File: src/rtl/tlb_pkg.sv
package tlb_pkg;
  typedef enum logic [2:0] {
    OP_LOOKUP   = 3'd0,
    OP_FILL     = 3'd1,
    OP_INV_SSID = 3'd2,
    OP_INV_SID  = 3'd3,
    OP_INV_VA   = 3'd4,
    OP_INV_ALL  = 3'd5
  } tlb_op_e;
endpackage

File: src/rtl/tlb_set_index.sv
module tlb_set_index #(
  parameter int IDX_W = 2
) (
  input  logic             use_stream,
  input  logic [IDX_W-1:0] sid_lo,
  input  logic [IDX_W-1:0] ssid_lo,
  input  logic [IDX_W-1:0] vpn_lo,
  output logic [IDX_W-1:0] idx
);
  // Power-of-two set count: the modulo keeps only the low bits.
  assign idx = use_stream ? (sid_lo ^ ssid_lo) : vpn_lo;
endmodule

File: src/rtl/tlb_victim_pick.sv
module tlb_victim_pick #(
  parameter int WAYS  = 2,
  parameter int WAY_W = 1
) (
  input  logic [WAYS-1:0]  valid,
  input  logic [WAY_W-1:0] repl_way,
  output logic [WAY_W-1:0] way,
  output logic             full
);
  always_comb begin
    full = &valid;
    way  = repl_way;
    for (int w = WAYS - 1; w >= 0; w--) begin
      if (!valid[w]) way = WAY_W'(w);
    end
    // A set with a free way must never pick an occupied one.
    if (!full) assert_pick_free_R4: assert (!valid[way]);
  end
endmodule

File: src/rtl/tlb_sweep_ctrl.sv
module tlb_sweep_ctrl #(
  parameter int SETS  = 4,
  parameter int IDX_W = 2
) (
  input  logic             clk,
  input  logic             rst_n,
  input  logic             start,
  output logic             busy,
  output logic [IDX_W-1:0] cur_set
);
  localparam logic [IDX_W-1:0] LAST_SET = IDX_W'(SETS - 1);

  always_ff @(posedge clk or negedge rst_n) begin
    if (!rst_n) begin
      busy    <= 1'b0;
      cur_set <= '0;
    end else if (start) begin
      busy    <= 1'b1;
      cur_set <= '0;
    end else if (busy) begin
      if (cur_set == LAST_SET) busy <= 1'b0;
      else cur_set <= cur_set + 1'b1;
    end
  end

  assert_walk_begins_R7: assert property (@(posedge clk) disable iff (!rst_n)
    start |=> (busy && cur_set == '0));
  assert_walk_ends_R7: assert property (@(posedge clk) disable iff (!rst_n)
    (busy && cur_set == LAST_SET) |=> !busy);
  assert_no_restart_R7: assert property (@(posedge clk) disable iff (!rst_n)
    busy |-> !start);
endmodule

File: src/rtl/tlb_stream_cache.sv
module tlb_stream_cache
  import tlb_pkg::*;
#(
  parameter int SETS        = 4,
  parameter int WAYS        = 2,
  parameter int SID_W       = 4,
  parameter int SSID_W      = 4,
  parameter int ASID_W      = 4,
  parameter int VMID_W      = 4,
  parameter int VPN_W       = 8,
  parameter int PPN_W       = 8,
  parameter bit ROUND_ROBIN = 1'b0
) (
  input  logic              clk,
  input  logic              rst_n,
  input  logic              req_valid,
  output logic              req_ready,
  input  logic [2:0]        req_op,
  input  logic              req_by_stream,
  input  logic [SID_W-1:0]  req_sid,
  input  logic [SSID_W-1:0] req_ssid,
  input  logic [ASID_W-1:0] req_asid,
  input  logic [VMID_W-1:0] req_vmid,
  input  logic [VPN_W-1:0]  req_vpn,
  input  logic [PPN_W-1:0]  req_ppn,
  output logic              rsp_valid,
  input  logic              rsp_ready,
  output logic              rsp_hit,
  output logic [PPN_W-1:0]  rsp_ppn,
  output logic              busy
);
  localparam int IDX_W = $clog2(SETS);
  localparam int WAY_W = $clog2(WAYS);
  localparam logic [WAY_W-1:0] LAST_WAY = WAY_W'(WAYS - 1);

  tlb_op_e op;
  assign op = tlb_op_e'(req_op);

  // Storage
  logic [SETS-1:0][WAYS-1:0] valid_q;
  logic [SID_W-1:0]  sid_q  [SETS][WAYS];
  logic [SSID_W-1:0] ssid_q [SETS][WAYS];
  logic [ASID_W-1:0] asid_q [SETS][WAYS];
  logic [VMID_W-1:0] vmid_q [SETS][WAYS];
  logic [VPN_W-1:0]  vpn_q  [SETS][WAYS];
  logic [PPN_W-1:0]  ppn_q  [SETS][WAYS];
  logic [WAY_W-1:0]  rr_q   [SETS];
  logic [SID_W-1:0]  sweep_sid_q;

  logic              rsp_valid_q, rsp_hit_q;
  logic [PPN_W-1:0]  rsp_ppn_q;

  logic              accept;
  logic              use_stream;
  logic [IDX_W-1:0]  idx;
  logic [IDX_W-1:0]  cur_set;
  logic [WAY_W-1:0]  repl_way, victim;
  logic              set_full;
  logic              sweep_start;
  logic [WAYS-1:0]   hit_vec, ssid_vec, va_vec, sweep_vec;
  logic [PPN_W-1:0]  hit_ppn;

  assign req_ready   = !busy && (!rsp_valid_q || rsp_ready);
  assign accept      = req_valid && req_ready;
  assign sweep_start = accept && (op == OP_INV_SID);
  // Substream invalidation always hashes the stream tags; address
  // invalidation always uses the page; lookups and fills pick per request.
  assign use_stream  = (op == OP_INV_SSID) || ((op != OP_INV_VA) && req_by_stream);

  tlb_set_index #(.IDX_W(IDX_W)) u_index (
    .use_stream (use_stream),
    .sid_lo     (req_sid[IDX_W-1:0]),
    .ssid_lo    (req_ssid[IDX_W-1:0]),
    .vpn_lo     (req_vpn[IDX_W-1:0]),
    .idx        (idx)
  );

  generate
    if (ROUND_ROBIN) begin : g_repl_rr
      assign repl_way = rr_q[idx];
    end else begin : g_repl_last
      assign repl_way = LAST_WAY;
    end
  endgenerate

  tlb_victim_pick #(.WAYS(WAYS), .WAY_W(WAY_W)) u_pick (
    .valid    (valid_q[idx]),
    .repl_way (repl_way),
    .way      (victim),
    .full     (set_full)
  );

  tlb_sweep_ctrl #(.SETS(SETS), .IDX_W(IDX_W)) u_sweep (
    .clk     (clk),
    .rst_n   (rst_n),
    .start   (sweep_start),
    .busy    (busy),
    .cur_set (cur_set)
  );

  // Per-way comparisons in the addressed set and in the walked set
  always_comb begin
    hit_ppn = '0;
    for (int w = 0; w < WAYS; w++) begin
      ssid_vec[w]  = valid_q[idx][w] && (sid_q[idx][w] == req_sid)
                     && (ssid_q[idx][w] == req_ssid);
      va_vec[w]    = valid_q[idx][w] && (vpn_q[idx][w] == req_vpn)
                     && (asid_q[idx][w] == req_asid) && (vmid_q[idx][w] == req_vmid);
      hit_vec[w]   = ssid_vec[w] && (vpn_q[idx][w] == req_vpn)
                     && (asid_q[idx][w] == req_asid) && (vmid_q[idx][w] == req_vmid);
      sweep_vec[w] = valid_q[cur_set][w] && (sid_q[cur_set][w] == sweep_sid_q);
    end
    for (int w = WAYS - 1; w >= 0; w--) begin
      if (hit_vec[w]) hit_ppn = ppn_q[idx][w];
    end
  end

  // Valid bits and replacement pointers
  always_ff @(posedge clk or negedge rst_n) begin
    if (!rst_n) begin
      valid_q <= '0;
      for (int s = 0; s < SETS; s++) rr_q[s] <= '0;
    end else begin
      if (accept) begin
        unique case (op)
          OP_FILL: begin
            valid_q[idx][victim] <= 1'b1;
            if (set_full) rr_q[idx] <= (rr_q[idx] == LAST_WAY) ? '0 : rr_q[idx] + 1'b1;
          end
          OP_INV_SSID: valid_q[idx] <= valid_q[idx] & ~ssid_vec;
          OP_INV_VA:   valid_q[idx] <= valid_q[idx] & ~va_vec;
          OP_INV_ALL:  valid_q <= '0;
          default: ;
        endcase
      end
      if (busy) valid_q[cur_set] <= valid_q[cur_set] & ~sweep_vec;
    end
  end

  // Tag and page storage, written only by fills
  always_ff @(posedge clk) begin
    if (accept && op == OP_FILL) begin
      sid_q[idx][victim]  <= req_sid;
      ssid_q[idx][victim] <= req_ssid;
      asid_q[idx][victim] <= req_asid;
      vmid_q[idx][victim] <= req_vmid;
      vpn_q[idx][victim]  <= req_vpn;
      ppn_q[idx][victim]  <= req_ppn;
    end
    if (sweep_start) sweep_sid_q <= req_sid;
  end

  // Lookup response stage
  always_ff @(posedge clk or negedge rst_n) begin
    if (!rst_n) begin
      rsp_valid_q <= 1'b0;
      rsp_hit_q   <= 1'b0;
      rsp_ppn_q   <= '0;
    end else if (accept && op == OP_LOOKUP) begin
      rsp_valid_q <= 1'b1;
      rsp_hit_q   <= |hit_vec;
      rsp_ppn_q   <= hit_ppn;
    end else if (rsp_ready) begin
      rsp_valid_q <= 1'b0;
    end
  end

  assign rsp_valid = rsp_valid_q;
  assign rsp_hit   = rsp_hit_q;
  assign rsp_ppn   = rsp_ppn_q;

  // Where the last fill went, for the placement check below
  logic [IDX_W-1:0] fill_set_q;
  logic [WAY_W-1:0] fill_way_q;
  always_ff @(posedge clk) begin
    fill_set_q <= idx;
    fill_way_q <= victim;
  end

  assert_fill_lands_R4: assert property (@(posedge clk) disable iff (!rst_n)
    (accept && op == OP_FILL) |=> valid_q[fill_set_q][fill_way_q]);
  assert_clear_all_R9: assert property (@(posedge clk) disable iff (!rst_n)
    (accept && op == OP_INV_ALL) |=> (valid_q == '0));
  assert_rsp_hold_R10: assert property (@(posedge clk) disable iff (!rst_n)
    (rsp_valid && !rsp_ready) |=> (rsp_valid && $stable(rsp_hit) && $stable(rsp_ppn)));
  assert_rsp_follows_lookup_R2: assert property (@(posedge clk) disable iff (!rst_n)
    (accept && op == OP_LOOKUP) |=> rsp_valid);
  assert_walk_never_adds_R7: assert property (@(posedge clk) disable iff (!rst_n)
    (busy && !accept) |=> ($countones(valid_q) <= $past($countones(valid_q))));
endmodule

File: config.mk
export PLATFORM = sky130hd
export DESIGN_NAME = tlb_stream_cache
export DESIGN_NICKNAME = d
export VERILOG_FILES = /design/src/rtl/tlb_pkg.sv /design/src/rtl/tlb_set_index.sv /design/src/rtl/tlb_victim_pick.sv /design/src/rtl/tlb_sweep_ctrl.sv /design/src/rtl/tlb_stream_cache.sv
export SDC_FILE = /design/constraint.sdc
export NUM_CORES = 1
export LEC_CHECK = 0
export BUFFER_PORTS_ARGS = -buffer_cell sky130_fd_sc_hd__buf_2
export CAP_MARGIN = 10
export CELL_PAD_IN_SITES_DETAIL_PLACEMENT = 1
export CELL_PAD_IN_SITES_GLOBAL_PLACEMENT = 1
export CORE_UTILIZATION = 46
export CTS_BUF_LIST = sky130_fd_sc_hd__clkbuf_16
export CTS_CLUSTER_SIZE = 25
export DETAILED_ROUTE_END_ITERATION = 10
export GPL_ROUTABILITY_DRIVEN = 0
export PLACE_DENSITY = 0.81
export SKIP_LAST_GASP = 1
export SYNTH_ARGS = -nofsm -noshare
export SYNTH_HDL_FRONTEND = slang
export SYNTH_SLANG_ARGS = --single-unit
File: constraint.sdc
create_clock -name clk -period 3.9 [get_ports clk]
set_input_delay 0.39 -clock clk [delete_from_list [all_inputs] [get_ports clk]]
set_output_delay 0.39 -clock clk [all_outputs]
set_load 0.02 [all_outputs]
# After elaboration in Yosys (flattened, before gate mapping)
# Memories as Yosys holds them, arrays and structs flattened.
# Index checks and enable logic that the tools add are counted.
# word_totals
reg_bits,25
ramBits,256
input_bits,40
output_inout_bits,12
wordCells,128
n_memories,6
# memory_table
name,depth,word_bits,rd,rd_clocked_by_memory_dff,wr,line_no,text
ppn_q,4,16,1,0,1,tlb_stream_cache.sv:46,logic [PPN_W-1:0] ppn_q [SETS][WAYS];
vpn_q,4,16,1,0,1,tlb_stream_cache.sv:45,logic [VPN_W-1:0] vpn_q [SETS][WAYS];
asid_q,4,8,1,0,1,tlb_stream_cache.sv:43,logic [ASID_W-1:0] asid_q [SETS][WAYS];
sid_q,4,8,2,0,1,tlb_stream_cache.sv:41,logic [SID_W-1:0] sid_q [SETS][WAYS];
ssid_q,4,8,1,0,1,tlb_stream_cache.sv:42,logic [SSID_W-1:0] ssid_q [SETS][WAYS];
vmid_q,4,8,1,0,1,tlb_stream_cache.sv:44,logic [VMID_W-1:0] vmid_q [SETS][WAYS];
# op_classes
n_addsub,1
order_cmp,8
eq_ne,20
mux,37
bitwise_logic,9
reduce_logical,37
# op_table
operator,n
$mux W8,6
$eq A4 B4 Y1,10
$pmux W8 S4,1
$logic_and A1 B1 Y1,28
$bwmux W8,3
$mux W2,9
$eq A8 B8 Y1,2
$mux W16,1
$demux W2 S2,3
$bmux W2 S2,2
$demux W8 S1,1
$mux W1,8
$or A8 B8 Y8,1
$and A2 B2 Y2,3
$eq A3 B2 Y1 const B,2
$eq A3 B3 Y1 const B,2
$lt A2 B3 Y1 const B,2
$not A2 Y2,3
$demux W4 S1,1
$ge A2 B1 Y1 const B,2
$mux W4,1
$reduce_bool A2 Y1,2
$eq A3 B1 Y1 const B,1
$logic_not A3 Y1,1
other kinds (15),17

# Longest topological paths before layout
# depth
word_depth,18
ltp_mapped,14
depth_no_buf,10

# Cells and area by module
# Synthesis repeated with hierarchy kept, for this count alone.
# hier_totals
cells_unflattened,612
area_unflattened_um2,11813.8
# by_module_without_submodules
module,n_inst,cells_each,area_per_inst_um2,seq_area_each_um2
tlb_stream_cache,1,591,11606.1,8257.9
tlb_sweep_ctrl,1,12,155.1,75.1
tlb_set_index,1,6,35.0,0.0
tlb_victim_pick,1,3,17.5,0.0

# Least setup slack after synthesis
# No wires, ideal clock.
# synth_timing
path_type,input to register
start,input req_ssid[1]
end,"memory asid_q[1][0] in the netlist's numbering, enable pin"
setup_time_ns,0.461
arrival_time_ns,4.434
required_ns,3.439
path_slack_ns,-0.995
cell_stages,11
n_path_buf,3
path_cell_list,buf_2 -> xnor2_1 -> o221a_4 -> nor3_4 -> buf_2 -> buf_2 -> nand2_1 -> nand3_1 -> and2_1 -> nand4_1 -> nor3_1
# synth_between
elab_chain_cells,11
word_cells_on_any_way,12
classes_between,order compare (2); mux (7); bitwise (2); reduce/logical (1)
# synth_lines
item,line_no,text
"start, declared",tlb_stream_cache.sv:21,"input logic [SSID_W-1:0] req_ssid,"
$xor A2 B2 Y2 (*),tlb_set_index.sv:11,assign idx = use_stream ? (sid_lo ^ ssid_lo) : vpn_lo;
$mux W2 (*),tlb_set_index.sv:11,
$bmux W2 S2,tlb_stream_cache.sv:87,".valid (valid_q[idx]),"
$mux W2,-,
$mux W1,tlb_victim_pick.sv:14,if (!valid[w]) way = WAY_W'(w);
$not A1 Y2 (implied by the code),tlb_stream_cache.sv:145,asid_q[idx][victim] <= req_asid;
$ge A2 B2 Y1 (implied by the code) / $lt A2 B1 Y1 (equally long branches),tlb_stream_cache.sv:145,
$logic_and A1 B1 Y1 (implied by the code),tlb_stream_cache.sv:145,
$mux W4 (implied by the code),tlb_stream_cache.sv:145,
$demux W4 S1,tlb_stream_cache.sv:145,
$mux W8 (implied by the code),tlb_stream_cache.sv:145,
"end, declared",tlb_stream_cache.sv:43,
# Every way passes the cells marked *; elsewhere a longest branch is shown, timed or not. The select of a mux whose other input is x is not followed.

# Worst setup path in the final report
# layout_timing
start,input req_op[1]
end,"register rsp_ppn_q[0], in the netlist rsp_ppn[0]"
# layout_between
elab_chain_cells,13
word_cells_on_any_way,37
classes_between,eq/ne (12); mux (5); reduce/logical (14); memory (6)
# layout_lines
item,line_no,text
"start, declared",tlb_stream_cache.sv:18,"input logic [2:0] req_op,"
$ne A3 B3 Y1,tlb_stream_cache.sv:68,assign use_stream = (op == OP_INV_SSID) || ((op != OP_INV_VA) && req_by_stream);
$logic_and A1 B1 Y1,tlb_stream_cache.sv:68,
$logic_or A1 B1 Y1,tlb_stream_cache.sv:68,
$mux W2,tlb_set_index.sv:11,
$mem_v2 Z4 W8 / $bmux W2 S2 (equally long branches),-,
$eq A4 B4 Y1 / $mux W2 (equally long branches),tlb_stream_cache.sv:105,ssid_vec[w] = valid_q[idx][w] && (sid_q[idx][w] == req_sid)
$logic_and A1 B1 Y1,tlb_stream_cache.sv:105,
$logic_and A1 B1 Y1,tlb_stream_cache.sv:106,&& (ssid_q[idx][w] == req_ssid);
$logic_and A1 B1 Y1,tlb_stream_cache.sv:109,hit_vec[w] = ssid_vec[w] && (vpn_q[idx][w] == req_vpn)
$logic_and A1 B1 Y1 (2 in a row),tlb_stream_cache.sv:110,&& (asid_q[idx][w] == req_asid) && (vmid_q[idx][w] == req_vmid);
$mux W8 (2 in a row),tlb_stream_cache.sv:114,if (hit_vec[w]) hit_ppn = ppn_q[idx][w];
"end signal, assigned",tlb_stream_cache.sv:162,rsp_ppn_q <= hit_ppn;
"end, declared",tlb_stream_cache.sv:51,logic [PPN_W-1:0] rsp_ppn_q;
# Parallel ways exist; a longest one is shown, timed or not. The select of a mux whose other input is x is not followed.
# A chain may end at the register's enable or synchronous reset.

==> flow_summary.toml <==
[outcome]
status = "finished, final reports clean"

[worst_setup_path]
ff2ff_path_depth = 10
worst-path-stages = 13
critical_path_buf_inv_count = 3
worstSetupPathType = "in -> reg"
cp_top_family = "simple AND/OR/NAND/NOR gates"
worstSetupStartpoint = "req_op[1]"
crit_required_ns = 4.40
crit_end = "rsp_ppn[0]"
reg2reg_slack_ns = 0.96
r2r_end = "valid_q[6]"
worstReg2RegStart = "vmid_q[3][7]"
path_max_fanout = 13
cp.arrival_ns = 3.89
crit_path_start_kind = "input pin"
slowest_delay_ns = 0.46
cp_cell_sequence = "buf_2 > o21a_1 > o22ai_1 > buf_12 > mux2_2 > a222oi_1 > a21oi_1 > nor4_1 > buf_4 > nand4_1 > nor3_2 > nand2b_4 > o21ai_1"
cp-end-kind = "flip-flop"
cpMaxStageDelayCell = "mux2_2"

[detailed_routing]
routedWlPerCell_um = 24.9
vias = 9204
drc = 0
drtPass1Iterations = 7
drtIter0Drc = 895
vias_per_cell = 6.15
wl_um = 37200
ant_nets = 0

[yosys]
async_flop_share_pct = 7.47
syn-cell-area_um2 = 13100
synth-edff-count = 260
yosysWarnings = 0
avgSynthCellArea_um2 = 13.0
yosys.area.top_type = "edfxtp_1"
yosysSeqAreaShare_pct = 63.7
ys_ff_latch = 281
syn_nets = 1050
synth_area_leaders = "edfxtp_1, dfrtp_1, mux2i_1"
syn_inst = 1006
synth_top_area_share_pct = 59.6
synth_cell_types = 66
synthFlopType = "edfxtp_1"

[cts]
path_clk_slew_ns = 0.06
cts_root_buf = "clkbuf_16"
clock_latency_ns = 0.58
cts_tree = "done"
cts_made_buffers = 30
h-tree-depth = 1
cts_buffer_depth = 3
cts_sinks = 281

[floorplan]
rows = 61
core_um2 = 27900
dieArea_um2 = 29100
initial_core_util_pct = 47.0
io_pins = 52
die_h_um = 171
die_x_um = 171

[sta]
fin_hold_ws_ns = 0.0709
report.final.slew_viol_count = 0
tightest_slew_ns = 0.970
rsz0062_at_grt = "false"
period_needed_ns = 3.40
relSlewSlack_pct = 34.8
fmax_mhz = 295
setup_slack_ns = 0.505
setup-violations-final = 0
min_period_over_period_pct = 87.1
finalSetupTns_ns = 0
finalHoldViolations = 0
finClkSkew_ns = 0.0216

[place]
io_buffers = 51
placed_area_um2 = 14200
dp_hpwl_um = 24000
post-place-ws_ns = -0.0405

[global_routing]
track_usage_pct = 26.2
grt_max_degree = 44
antenna_found_initial = 0
grt_pass1_vias = 9698
grt_overflow = 0
grt_first_pass_wirelength_um = 57000

[finish]
fin_nets = 1138
fillers = 2716
finalInstanceArea_um2 = 15300
drive_above_1_share_pct = 17.4
diodes = 0
area_growth_pct = 16.9

[job]
drv_cap = 0

[power]
power_density_nw_per_um2 = 516
p_leak_nw = 5.40
ir_worst_vdd_v = 0.000441
power_w = 0.00790

[hold_path]
hold_path_class = "in -> reg"
## synthesized netlist by cell type (4+ instances only)
master / count
o21ai_1: 8
nor2b_1: 15
a221oi_1: 11
xnor2_1: 40
o21a_1: 4
nand4_1: 19
o31a_1: 15
o32ai_1: 4
a22o_1: 4
buf_1: 8
mux2_2: 4
a222oi_1: 4
mux4_2: 11
a21oi_1: 25
nand3_1: 63
nor2_1: 36
clkbuf_1: 35
a21o_1: 5
o22ai_1: 8
ha_1: 4
mux2i_1: 51
a2111oi_0: 4
or3_1: 8
xor2_1: 23
nor4_1: 8
buf_2: 12
edfxtp_1: 260
nor3_1: 14
o21ai_0: 17
and3_1: 15
o31ai_1: 15
inv_1: 22
nand2b_1: 9
dfrtp_1: 21
a22oi_1: 29
nand2_1: 112
a211oi_1: 13
## cell type report
type | count | area, um2 | share of cell area (%)
flip-flops and latches | 281 | 8330 | 54.4
multi-input cells | 645 | 4520 | 29.5
repair buffers | 114 | 843 | 5.51
clock buffers | 30 | 751 | 4.91
well taps | 378 | 473 | 3.09
clock inverters | 26 | 305 | 1.99
inverters | 22 | 82.6 | 0.540
## repair_timing
item                                    in CTS  in global routing
buffers inserted                             0                  0
endpoints found under the hold margin       21                  0
endpoints found under the setup margin       0                  0
hold buffers                                 1                  0
gates resized for setup                      0                  0
## state kept, by name, summed over array words and instances, names as in the netlist, 4 cells and up
name         flops
asid_q          32
rsp_ppn          8
vmid_q          32
valid_q          8
ppn_q           64
sweep_sid_q      4
vpn_q           64
ssid_q          32
sid_q           32
## layer usage
layer / GRT usage, % / wire length (um) / up-vias / part of all wire (%)
li1: - / - / 4055 / -
met4: 8.54 / 1170 / 0 / 3.2
met3: 3.24 / 2170 / 80 / 5.8
met2: 44.5 / 18400 / 362 / 49
met1: 34.9 / 15400 / 4707 / 42
met5: 0 / 0 / - / 0
## cells by family (layout without fill, tap and decap cells)
| logic type | Yosys count | in the layout | synth area share, % |
|---|---|---|---|
| multiplexers | 66 | 66 | 6.14 |
| buffers and inverters | 80 | 192 | 2.55 |
| AO/OA/AOI/OAI | 196 | 196 | 11.1 |
| flip-flops | 281 | 281 | 63.7 |
| AND/OR/NAND/NOR | 316 | 316 | 11.9 |
| adder cells (fa/ha/maj) | 4 | 4 | 0.382 |
| XOR/XNOR | 63 | 63 | 4.21 |
## report_power, final
part,internal (W),total (W),switching [W]
clock,0.00180,0.00302,0.00121
sequential,0.00338,0.00352,0.000141
combinational,0.000551,0.00137,0.000815
## worst register-to-register path, cell delays in order (launching register included)
cell and delay, ns:
edfxtp_1 0.38, xor2_1 0.19, a221oi_1 0.36, mux2i_1 0.17, a2111oi_2 0.44, nand4_1 0.13
a2111o_1 0.43, nor3_1 0.20, buf_4 0.19, nor3_1 0.06, o31a_1 0.27
## worst min-delay path by stage
stage	startpoint	end	slack, ns	cells after the start
finish	req_ppn[6]	ppn_q[0][6]	0.07	1
global route	req_ppn[6]	ppn_q[1][14]	0.06	1
CTS	req_ppn[6]	ppn_q[2][14]	0.05	1
detailed placement	rst_n	u_sweep.busy	0.42	1
global placement	rst_n	u_sweep.busy	0.40	1
floorplan	rst_n	rsp_hit	0.09	0
## cells in the final DEF (no fill, tap or decap), types with 17 or more instances in the layout
cell | Yosys | layout
xor2_1 | 23 | 23
inv_1 | 22 | 29
nand3_1 | 63 | 62
buf_2 | 12 | 51
dfrtp_1 | 21 | 21
xnor2_1 | 40 | 40
nand2_1 | 112 | 112
clkbuf_16 | 0 | 30
nor2_1 | 36 | 32
o21ai_0 | 17 | 17
a22oi_1 | 29 | 29
a21oi_1 | 25 | 24
mux2i_1 | 51 | 50
buf_4 | 1 | 53
edfxtp_1 | 260 | 260
nand4_1 | 19 | 19
## through the flow
| step | util, % | instances |
|---|---|---|
| final | 54.9 | 1496 |
| after global routing | 54.9 | 1496 |
| after CTS | 54.9 | 1496 |
| after detailed placement | 51.1 | 1439 |
| after global placement | 51.1 | 1439 |
| after floorplan | - | 1006 |
No activity file was read; power rests on OpenSTA's default activity.
